## src/rtl/qdac_pkg.sv

```systemverilog
package qdac_pkg;
  localparam int ADDR_W  = 2;
  localparam int PAD_W   = 2;
  localparam int CODE_W  = 12;
  localparam int FRAME_W = ADDR_W + PAD_W + CODE_W;

  typedef enum logic [2:0] {
    ST_IDLE, ST_LEAD, ST_HIGH, ST_LOW, ST_STROBE, ST_RSETUP, ST_RPULSE
  } qdac_state_e;

  // whole system clocks covering a time in ns, never below one
  function automatic int ns_to_cyc(int ns, int clk_ps);
    int c;
    c = (ns * 1000 + clk_ps - 1) / clk_ps;
    return (c < 1) ? 1 : c;
  endfunction

  function automatic int max2(int a, int b);
    return (a > b) ? a : b;
  endfunction

  // channel first, zero padding, code msb first
  function automatic logic [FRAME_W-1:0] build_frame(logic [ADDR_W-1:0] a,
                                                     logic [CODE_W-1:0] c);
    return {a, {PAD_W{1'b0}}, c};
  endfunction
endpackage

```

## src/rtl/qdac_timer.sv

```systemverilog
module qdac_timer #(
  parameter int W = 4
) (
  input  logic         clk,
  input  logic         rst_n,
  input  logic         load,
  input  logic [W-1:0] val,
  output logic         done
);
  logic [W-1:0] cnt;

  always_ff @(posedge clk or negedge rst_n) begin
    if (!rst_n)          cnt <= '0;
    else if (load)       cnt <= val;
    else if (cnt != '0)  cnt <= cnt - 1'b1;
  end

  assign done = (cnt == '0);
endmodule

```

## src/rtl/qdac_shifter.sv

```systemverilog
module qdac_shifter #(
  parameter int FW = 16
) (
  input  logic          clk,
  input  logic          rst_n,
  input  logic          load,
  input  logic [FW-1:0] frame,
  input  logic          shift,
  input  logic          clear,
  output logic          dat,
  output logic          last
);
  localparam int CW = $clog2(FW);

  logic [FW-1:0] sr;
  logic [CW-1:0] sent;

  always_ff @(posedge clk or negedge rst_n) begin
    if (!rst_n) begin
      sr   <= '0;
      sent <= '0;
    end else if (clear) begin
      sr   <= '0;
      sent <= '0;
    end else if (load) begin
      sr   <= frame;
      sent <= '0;
    end else if (shift) begin
      sr   <= {sr[FW-2:0], 1'b0};
      sent <= sent + 1'b1;
    end
  end

  assign dat  = sr[FW-1];
  assign last = (sent == CW'(FW - 1));
endmodule

```

## src/rtl/qdac_writer.sv

```systemverilog
module qdac_writer
  import qdac_pkg::*;
#(
  parameter int CLK_PS     = 8000,
  parameter int T_DS_NS    = 25,
  parameter int T_DH_NS    = 20,
  parameter int T_CH_NS    = 30,
  parameter int T_CL_NS    = 50,
  parameter int T_CSS_NS   = 55,
  parameter int T_CSH_NS   = 15,
  parameter int T_LD1_NS   = 40,
  parameter int T_LD2_NS   = 15,
  parameter int T_LDW_NS   = 45,
  parameter int T_RSS_NS   = 25,
  parameter int T_RSTW_NS  = 70
) (
  input  logic              sys_clk,
  input  logic              sys_rst_n,
  input  logic              wr_valid,
  output logic              wr_ready,
  input  logic [ADDR_W-1:0] wr_addr,
  input  logic [CODE_W-1:0] wr_code,
  input  logic              rst_req,
  input  logic              rst_sel,
  output logic              busy,
  output logic              ser_sel_n,
  output logic              ser_clk,
  output logic              ser_dat,
  output logic              upd_n,
  output logic              dev_rst_n,
  output logic              dev_rst_lvl
);
  localparam int DS_C   = ns_to_cyc(T_DS_NS, CLK_PS);
  localparam int DH_C   = ns_to_cyc(T_DH_NS, CLK_PS);
  localparam int CH_C   = ns_to_cyc(T_CH_NS, CLK_PS);
  localparam int CL_C   = ns_to_cyc(T_CL_NS, CLK_PS);
  localparam int CSS_C  = ns_to_cyc(T_CSS_NS, CLK_PS);
  localparam int CSH_C  = ns_to_cyc(T_CSH_NS, CLK_PS);
  localparam int LD1_C  = ns_to_cyc(T_LD1_NS, CLK_PS);
  localparam int LD2_C  = ns_to_cyc(T_LD2_NS, CLK_PS);
  localparam int LDW_C  = ns_to_cyc(T_LDW_NS, CLK_PS);
  localparam int RSS_C  = ns_to_cyc(T_RSS_NS, CLK_PS);
  localparam int RSTW_C = ns_to_cyc(T_RSTW_NS, CLK_PS);

  // phase lengths: data changes on falling edges, so hold rides on the high phase
  localparam int HIGH_C = max2(CH_C, DH_C);
  localparam int LOW_C  = max2(CL_C, DS_C);
  localparam int LEAD_C = max2(max2(CSS_C, LOW_C), LD1_C);
  localparam int POST_C = max2(max2(HIGH_C, CSH_C), LD2_C);
  localparam int MAX_C  = max2(max2(max2(LEAD_C, POST_C), max2(LOW_C, LDW_C)),
                               max2(HIGH_C, max2(RSS_C, RSTW_C)));
  localparam int TW     = $clog2(MAX_C + 1);

  localparam logic [TW-1:0] LEAD_LD = TW'(LEAD_C - 1);
  localparam logic [TW-1:0] HIGH_LD = TW'(HIGH_C - 1);
  localparam logic [TW-1:0] LOW_LD  = TW'(LOW_C - 1);
  localparam logic [TW-1:0] POST_LD = TW'(POST_C - 1);
  localparam logic [TW-1:0] LDW_LD  = TW'(LDW_C - 1);
  localparam logic [TW-1:0] RSS_LD  = TW'(RSS_C - 1);
  localparam logic [TW-1:0] RSTW_LD = TW'(RSTW_C - 1);

  qdac_state_e state;
  logic        tmr_done, tmr_load, last_bit;
  logic [TW-1:0] tmr_val;

  // named events, also watched by the checker
  logic ev_rst_take, ev_accept, ev_rise, ev_fall_mid, ev_frame_end;
  logic ev_strobe_end, ev_rsetup_end, ev_rpulse_end;

  assign wr_ready      = (state == ST_IDLE) && !rst_req;
  assign ev_rst_take   = (state == ST_IDLE) && rst_req;
  assign ev_accept     = wr_valid && wr_ready;
  assign ev_rise       = tmr_done && ((state == ST_LEAD) || (state == ST_LOW));
  assign ev_fall_mid   = tmr_done && (state == ST_HIGH) && !last_bit;
  assign ev_frame_end  = tmr_done && (state == ST_HIGH) && last_bit;
  assign ev_strobe_end = tmr_done && (state == ST_STROBE);
  assign ev_rsetup_end = tmr_done && (state == ST_RSETUP);
  assign ev_rpulse_end = tmr_done && (state == ST_RPULSE);
  assign busy          = (state != ST_IDLE);

  assign tmr_load = ev_accept | ev_rst_take | ev_rise | ev_fall_mid |
                    ev_frame_end | ev_rsetup_end;

  always_comb begin
    tmr_val = '0;
    if (ev_accept)          tmr_val = LEAD_LD;
    else if (ev_rst_take)   tmr_val = RSS_LD;
    else if (ev_rise)       tmr_val = last_bit ? POST_LD : HIGH_LD;
    else if (ev_fall_mid)   tmr_val = LOW_LD;
    else if (ev_frame_end)  tmr_val = LDW_LD;
    else if (ev_rsetup_end) tmr_val = RSTW_LD;
  end

  qdac_timer #(.W(TW)) u_timer (
    .clk   (sys_clk),
    .rst_n (sys_rst_n),
    .load  (tmr_load),
    .val   (tmr_val),
    .done  (tmr_done)
  );

  qdac_shifter #(.FW(FRAME_W)) u_shift (
    .clk   (sys_clk),
    .rst_n (sys_rst_n),
    .load  (ev_accept),
    .frame (build_frame(wr_addr, wr_code)),
    .shift (ev_fall_mid),
    .clear (ev_frame_end),
    .dat   (ser_dat),
    .last  (last_bit)
  );

  always_ff @(posedge sys_clk or negedge sys_rst_n) begin
    if (!sys_rst_n) begin
      state       <= ST_IDLE;
      ser_sel_n   <= 1'b1;
      ser_clk     <= 1'b0;
      upd_n       <= 1'b1;
      dev_rst_n   <= 1'b1;
      dev_rst_lvl <= 1'b0;
    end else begin
      unique case (state)
        ST_IDLE: begin
          if (ev_rst_take) begin
            dev_rst_lvl <= rst_sel;
            state       <= ST_RSETUP;
          end else if (ev_accept) begin
            ser_sel_n <= 1'b0;
            state     <= ST_LEAD;
          end
        end
        ST_LEAD, ST_LOW: begin
          if (ev_rise) begin
            ser_clk <= 1'b1;
            state   <= ST_HIGH;
          end
        end
        ST_HIGH: begin
          if (ev_frame_end) begin
            ser_clk   <= 1'b0;
            ser_sel_n <= 1'b1;
            upd_n     <= 1'b0;
            state     <= ST_STROBE;
          end else if (ev_fall_mid) begin
            ser_clk <= 1'b0;
            state   <= ST_LOW;
          end
        end
        ST_STROBE: begin
          if (ev_strobe_end) begin
            upd_n <= 1'b1;
            state <= ST_IDLE;
          end
        end
        ST_RSETUP: begin
          if (ev_rsetup_end) begin
            dev_rst_n <= 1'b0;
            state     <= ST_RPULSE;
          end
        end
        ST_RPULSE: begin
          if (ev_rpulse_end) begin
            dev_rst_n <= 1'b1;
            state     <= ST_IDLE;
          end
        end
        default: state <= ST_IDLE;
      endcase
    end
  end
endmodule

```

## config.mk

```make
export PLATFORM = sky130hd
export DESIGN_NAME = qdac_writer
export DESIGN_NICKNAME = d
export VERILOG_FILES = /design/src/rtl/qdac_pkg.sv /design/src/rtl/qdac_timer.sv /design/src/rtl/qdac_shifter.sv /design/src/rtl/qdac_writer.sv
export SDC_FILE = /design/constraint.sdc
export NUM_CORES = 1
export LEC_CHECK = 0
export BUFFER_PORTS_ARGS = -buffer_cell sky130_fd_sc_hd__buf_2
export CORE_MARGIN = 4
export CORE_UTILIZATION = 51
export CTS_CLUSTER_SIZE = 40
export DETAILED_ROUTE_END_ITERATION = 10
export PLACE_DENSITY = 0.84
export SYNTH_ARGS = -nofsm -noshare
export SYNTH_HDL_FRONTEND = slang
export SYNTH_SLANG_ARGS = --single-unit
```

## constraint.sdc

```tcl
create_clock -name sys_clk -period 1.8 [get_ports sys_clk]
set_clock_uncertainty 0.1 [all_clocks]
set_input_delay 0.27 -clock sys_clk [delete_from_list [all_inputs] [get_ports sys_clk]]
set_output_delay 0.27 -clock sys_clk [all_outputs]
set_load 0.05 [all_outputs]
```

==> results.md, run 1 <==
* Status: complete, but fails checks
* Failing checks: setup timing
* Crit path DAT at 1.96 ns
* Syn. warnings at 0
* Gp weighted congestion at 0.8840
* Num CTS Buffers at 5
* Routed wire length at 4.213 mm
* Reg2Reg Setup Slack at -0.05 ns
* Final worst slack at -0.04724 ns
* Diode count at 0
* DR WL/cell at 15.26 um
* NumNets Final at 251
* Kind of end point of the critical path: flop
* RR Endpoint: u_shift.sr[15]
* Area of the core at 0.003416 mm2
* Die Y at 68.01 um
* Die Wd at 68.01 um
* CTS tree: done
* Worst VDD drop at 0.9109 mV
* Longest Clk Path Bufs at 2
* EDFF count, synth at 0
* Synthesis-to-finish area growth at 27.25%
* GRT Total Usage at 20.32%
* Worst skew pair latency at 0.34 ns
* Wire length of the first global-routing pass at 6.920 mm
* Non-Filler Instances at 276
* Hold EP: u_shift.sr[6]
* Buffers added on ports at 26
* RSZ-0062 raised after global routing: true
* Largest net degree at the start of global routing at 33
* Mapped Cells at 183
* Layout fillers at 275
* Antenna-violating nets left at 0
* Most frequent cells in the layout: dfrtp_1 (26), buf_2 (24), buf_4 (20), nand2_1 (14), a31oi_1 (14)
* Setup CP Type: flop to flop
* Via count at 1600
* Worst Max-Slew Pin Slew at 0.6971 ns
* Sequential area share after synthesis at 43.80%
* Period utilization at 102.6%
* Boundary pin count at 27
* Initial antenna violation count at 0
* Vias in the first global route at 1493
* Req. time, crit path at 1.92 ns
* H-tree levels at 2
* Crit Path Max Fanout at 23
* Post-Synthesis Cell Area at 0.001837 mm2
* FP Rows at 21
* Most common cell after layout, fill and taps aside: dfrtp_1
* Overflow after GRT at 0
* Worst Reg2Reg Path Length in Cells at 7
* Die area at 0.004625 mm2
* Syn_nets at 205
* DRT iter0 DRCs at 90
* Timing-limited maximum frequency at 541.3 MHz
* Root buf cell: clkbuf_4
* HP Class: primary input to flop
* Placed cells at 259
* TNS Setup at -0.4330 ns
* Synth cell types at 49
* # DRC at 0
* Via/cell ratio at 5.797
* Avg Cell Area, Syn at 10.04 um2
* Setup violations, final at 15
* Hold Startpoint: wr_code[6]
* DR pass1 iterations at 4
* Clock transition at path regs at 0.10 ns
* Asr flop ratio synth at 100.0%
* Post-DP HPWL at 2.831 mm
* Layout cells sized above 1 at 42.61%
* Slew HR at 53.53%
* Final hold vios at 0
* Leak Pwr at 0.0009677 uW
* Final min period at 1.847 ns
* Setup crit start kind: flop
* Max-slew violation count at 0
* WHS Path Cells at 3
* #FFs+latches synth at 32
* Predominant post-synthesis flop cell: dfrtp_1
* Clock sink total at 32
* Pwr dens at 1660 mW/mm2
* R2R Path Start: u_timer.cnt[1]
* Max Cap Viol at 0
* Starting density of the core at 53.77%
-- report_power, final --
part	leakage, uW	switching, uW	internal, uW
combinational	0.000544	1080	1020
clock	0.0000386	248	230
sequential	0.000385	252	1050
total	0.000968	1580	2300
-- Yosys cell counts, types with 4 or more instances --
cell type / n / area share [%]
dfrtp_1: 29 / 40
nand2_1: 18 / 3.7
a31oi_1: 14 / 4.8
a21boi_0: 11 / 4.5
o21ai_2: 11 / 5.2
a21oi_1: 8 / 2.2
nor2_1: 8 / 1.6
nand3_1: 6 / 1.6
o21ai_0: 6 / 1.6
buf_2: 5 / 1.4
buf_6: 4 / 2.5
nand2b_1: 4 / 1.4
-- how the worst max path moves through the flow --
| stage | startpoint | end | cells past startpoint |
|---|---|---|---|
| 2_1_floorplan | state[1] | u_shift.sr[5] | 6 |
| 6_report | u_timer.cnt[1] | u_shift.sr[15] | 7 |
| 3_3_place_gp | u_timer.cnt[0] | u_shift.sr[7] | 7 |
| 4_1_cts | u_timer.cnt[1] | u_shift.sr[9] | 7 |
| 3_5_place_dp | u_timer.cnt[1] | u_timer.cnt[0] | 6 |
| 5_1_grt | u_timer.cnt[1] | u_shift.sent[3] | 7 |
-- repair_timing --
item,in CTS,in global routing
gates resized for setup,20,2
buffers inserted,5,3
endpoints found under the setup margin,25,26
hold endpoints to repair,29,0
cloned,0,0
pin swaps,2,7
hold buffers,1,0
-- registers in the layout, summed over array words and instances, names as in the netlist --
signal / flops
dev_rst_lvl: 1
dev_rst_n: 1
ser_clk: 1
ser_sel_n: 1
state: 3
u_shift.sent: 4
u_shift.sr: 16
u_timer.cnt: 4
upd_n: 1
-- stage by stage --
step	utilization, %	worst slack (ns)	power, uW	hold WS (ns)	cell area [um2]
floorplan	-	-0.1791	2577	-0.1256	1864
global placement	61.90	-0.001983	3070	0.2580	2115
detailed placement	61.90	-0.07768	3141	0.2571	2115
CTS	67.55	-0.06469	3828	0.007384	2307
global route	68.42	-0.1383	4147	0.008419	2337
finish	68.42	-0.04724	3880	0.01964	2337
-- final cells by class --
class / instances / area [um2] / share of cell area [%]
repair buffers: 53 / 396.6 / 16.97
clock buffers: 8 / 68.82 / 2.944
flip-flops and latches: 32 / 808.3 / 34.58
multi-input cells: 134 / 994.7 / 42.56
inverters: 3 / 11.26 / 0.4818
well taps: 46 / 57.56 / 2.463
-- per-layer routing --
layer  up-vias  GRT usage (%)  wire length, um
met5         -              0                0
met4         0          6.948               61
met3         8          5.911              230
met2        48          33.09             2055
met1       771          25.76             1865
li1        773              -                -
-- logic make-up (layout without fill, tap and decap cells) --
| family | count (synthesis) | count (layout) | synth area share [%] |
|---|---|---|---|
| buffers and inverters | 17 | 64 | 6.266 |
| and+or+nand+nor | 53 | 53 | 15.80 |
| muxes | 3 | 3 | 1.771 |
| DFF | 32 | 32 | 43.80 |
| adders and majority gates | 3 | 3 | 2.044 |
| AOI/OAI and AO/OA | 73 | 73 | 29.36 |
| xor gates and xnor gates | 2 | 2 | 0.9539 |
-- worst max-delay path, stage by stage, from the launching register on --
cell and delay [ns]:
dfrtp_1 0.41, inv_2 0.08, ha_4 0.14, or3b_4 0.45, nor3_4 0.17, buf_12 0.18, nand2b_1 0.12, a31oi_1 0.07
No activity file was read; power rests on OpenSTA's default activity.
==> run 2, diff against run 1 <==
--- a/config.mk
+++ b/config.mk
@@ -8,6 +8,7 @@
 export BUFFER_PORTS_ARGS = -buffer_cell sky130_fd_sc_hd__buf_2
 export CORE_MARGIN = 4
 export CORE_UTILIZATION = 51
+export CTS_BUF_LIST = sky130_fd_sc_hd__clkbuf_8 sky130_fd_sc_hd__clkbuf_16
 export CTS_CLUSTER_SIZE = 40
 export DETAILED_ROUTE_END_ITERATION = 10
 export PLACE_DENSITY = 0.84
==> run 2 against run 1 <==
Against the previous run: the run still ends with setup timing left; design area up 1.8%; cell count grew 1.4%; combinational power hardly changed; sequential share of layout area shrank 0.67 points; sequential cell count stayed put; critical path depth unchanged; register-to-register slack lost 0.05 ns; worst hold slack gained 0.058 ns; setup slack got worse by 0.049 ns; die area unchanged; largest cell class unchanged; highest routed layer unchanged.
==> results.md, run 2 (same netlist as run 1, synthesis figures left out) <==
* Diode count at 0 (unchanged)
* HP Class: primary input to flop
* Max Cap Viol at 0 (unchanged)
* Non-Filler Instances at 280 (+1.4%)
* Post-place setup slack at -0.07768 ns (unchanged)
* Failing checks: setup timing
* Worst VDD drop at 0.9179 mV (+0.77%)
* Wire length of the first global-routing pass at 7.279 mm (+5.2%)
* Overflow after GRT at 0 (unchanged)
* Most frequent cells in the layout: dfrtp_1 (27), buf_4 (25), buf_2 (24), nand2_1 (14), a31oi_1 (14)
* Regs by FF count: u_shift.sr: 16 flops, u_shift.sent: 4 flops, u_timer.cnt: 4 flops
* Setup crit start kind: flop
* Final hold vios at 0 (unchanged)
* Starting density of the core at 53.77% (unchanged)
* Antenna-violating nets left at 0 (unchanged)
* Via/cell ratio at 5.825 (+0.48%)
* Vias in the first global route at 1517 (+1.6%)
* Req. time, crit path at 1.88 ns (-0.04 ns)
* Worst Max-Slew Pin Slew at 0.7034 ns (+0.006301 ns)
* Critical path's slowest cell: or3b_4
* Synthesis-to-finish area growth at 29.56%
* Setup violations, final at 21 (+6)
* Post-DP HPWL at 2.831 mm (unchanged)
* Hold_ws at 0.07719 ns (+0.05755 ns)
* Layout cells sized above 1 at 42.74% (+0.13 points)
* Timing-limited maximum frequency at 527.5 MHz (-2.6%)
* Placed cells at 259 (unchanged)
* Period utilization at 105.3% (+2.7 points)
* Design Power at 4046 uW (+4.3%)
* Max-slew violation count at 0 (unchanged)
* Via count at 1631 (+1.9%)
* Crit path cell chain: inv_2 > ha_4 > or3b_4 > buf_4 > nor2_4 > nor3_2 > o31a_1
* Area of the core at 0.003416 mm2 (unchanged)
* Routed wire length at 4.587 mm (+8.9%)
* Slew HR at 53.11% (-0.42 points)
* Initial antenna violation count at 0 (unchanged)
* Leak Pwr at 0.0009966 uW (+3.0%)
* GRT Total Usage at 21.41% (+1.1 points)
* Max stage delay on crit path at 0.42 ns (-0.03 ns)
* Worst skew pair latency at 0.29 ns (-0.05 ns)
* Status: complete, but fails checks
* Largest net degree at the start of global routing at 33 (unchanged)
* Crit Path Max Fanout at 4 (-83%)
* CTS tree: done
* FP Rows at 21 (unchanged)
* Layout fillers at 272 (-1.1%)
* Most common cell after layout, fill and taps aside: dfrtp_1
* Clock transition at path regs at 0.07 ns (-0.03 ns)
* DR WL/cell at 16.38 um (+7.3%)
* Final min period at 1.896 ns (+0.04866 ns)
* Longest Clk Path Bufs at 2 (unchanged)
* Pwr dens at 1700 mW/mm2 (+2.4%)
* Num CTS Buffers at 5 (unchanged)
* Max reg flops at 16 (unchanged)
* H-tree levels at 2 (unchanged)
* DR pass1 iterations at 5 (+1)
* Final core occ at 69.67% (+1.2 points)
* Final worst slack at -0.09590 ns (-0.04866 ns)
* Setup CP Type: flop to flop
* Crit path DAT at 1.97 ns (about the same)
* Boundary pin count at 27 (unchanged)
* Die Y at 68.01 um (unchanged)
* NumNets Final at 255 (+1.6%)
* # DRC at 0 (unchanged)
* DRT iter0 DRCs at 83 (-7.8%)
* Top reg by flops: u_shift.sr
* Die area at 0.004625 mm2 (unchanged)
* CP top delay family: simple AND/OR/NAND/NOR gates
* RSZ-0062 raised after global routing: true
* Die Wd at 68.01 um (unchanged)
* Clock sink total at 32 (unchanged)
* Gp weighted congestion at 0.8840 (unchanged)
* WP buf/inv at 2 (unchanged)
* Kind of end point of the critical path: flop
* Buffers added on ports at 26 (unchanged)
* Root buf cell: clkbuf_8
run 2: path summary, 6_finish.rpt:
kind | from | endpoint | slack (ns) | cells past startpoint
max | u_timer.cnt[1] | u_timer.cnt[2] | -0.1 | 7
min | wr_code[6] | u_shift.sr[6] | 0.08 | 3
max reg2reg | u_timer.cnt[1] | u_timer.cnt[2] | -0.1 | 7
min reg2reg | upd_n | upd_n | 0.40 | 2
max in group asynchronous | sys_rst_n | state[0] | 0.62 | 2
min in group asynchronous | sys_rst_n | u_timer.cnt[0] | 0.48 | 2
run 2: cell type report:
cell class	count	area, um2	area share [%]
inverters	3	11.26	0.4732
flip-flops and latches	32	807.0	33.91
multi-input cells	134	996.0	41.85
well taps	46	57.56	2.419
clock buffers	7	96.34	4.048
repair buffers	57	407.9	17.14
clock inverters	1	3.754	0.1577
run 2: layer usage:
metal / part of all wire (%) / global-route usage [%] / up-vias / wire length, um
met1: 44 / 27.88 / 785 / 2005
met5: 0 / 0 / - / 0
li1: - / - / 780 / -
met4: 1.2 / 7.196 / 0 / 53
met3: 5.7 / 4.762 / 9 / 263
met2: 49 / 35.14 / 57 / 2265
run 2: metrics by stage:
step | setup TNS, ns | area, um2
after floorplan | -3.108 | 1864
after global placement | -0.006544 | 2115
after detailed placement | -0.8398 | 2115
after CTS | -0.9282 | 2344
after global routing | -2.558 | 2380
final | -0.9966 | 2380
run 2: what timing repair did:
item,CTS,global route
setup buffers,4,9
hold endpoints to repair,29,0
cloned,1,0
gates resized for setup,17,4
pin swaps,2,4
hold buffers,1,0
endpoints found under the setup margin,24,28
run 2: worst reg2reg max path: stages (launching register included):
cell     delay (ns)
dfrtp_1        0.39
inv_2          0.08
ha_4           0.13
or3b_4         0.42
buf_4          0.16
nor2_4         0.19
nor3_2         0.07
o31a_1         0.24
run 2: report_power, final:
| part | internal [uW] | switching [uW] |
|---|---|---|
| Sequential | 1050 | 258 |
| Combinational | 1030 | 1100 |
| Clock | 343 | 262 |
| Total | 2430 | 1620 |
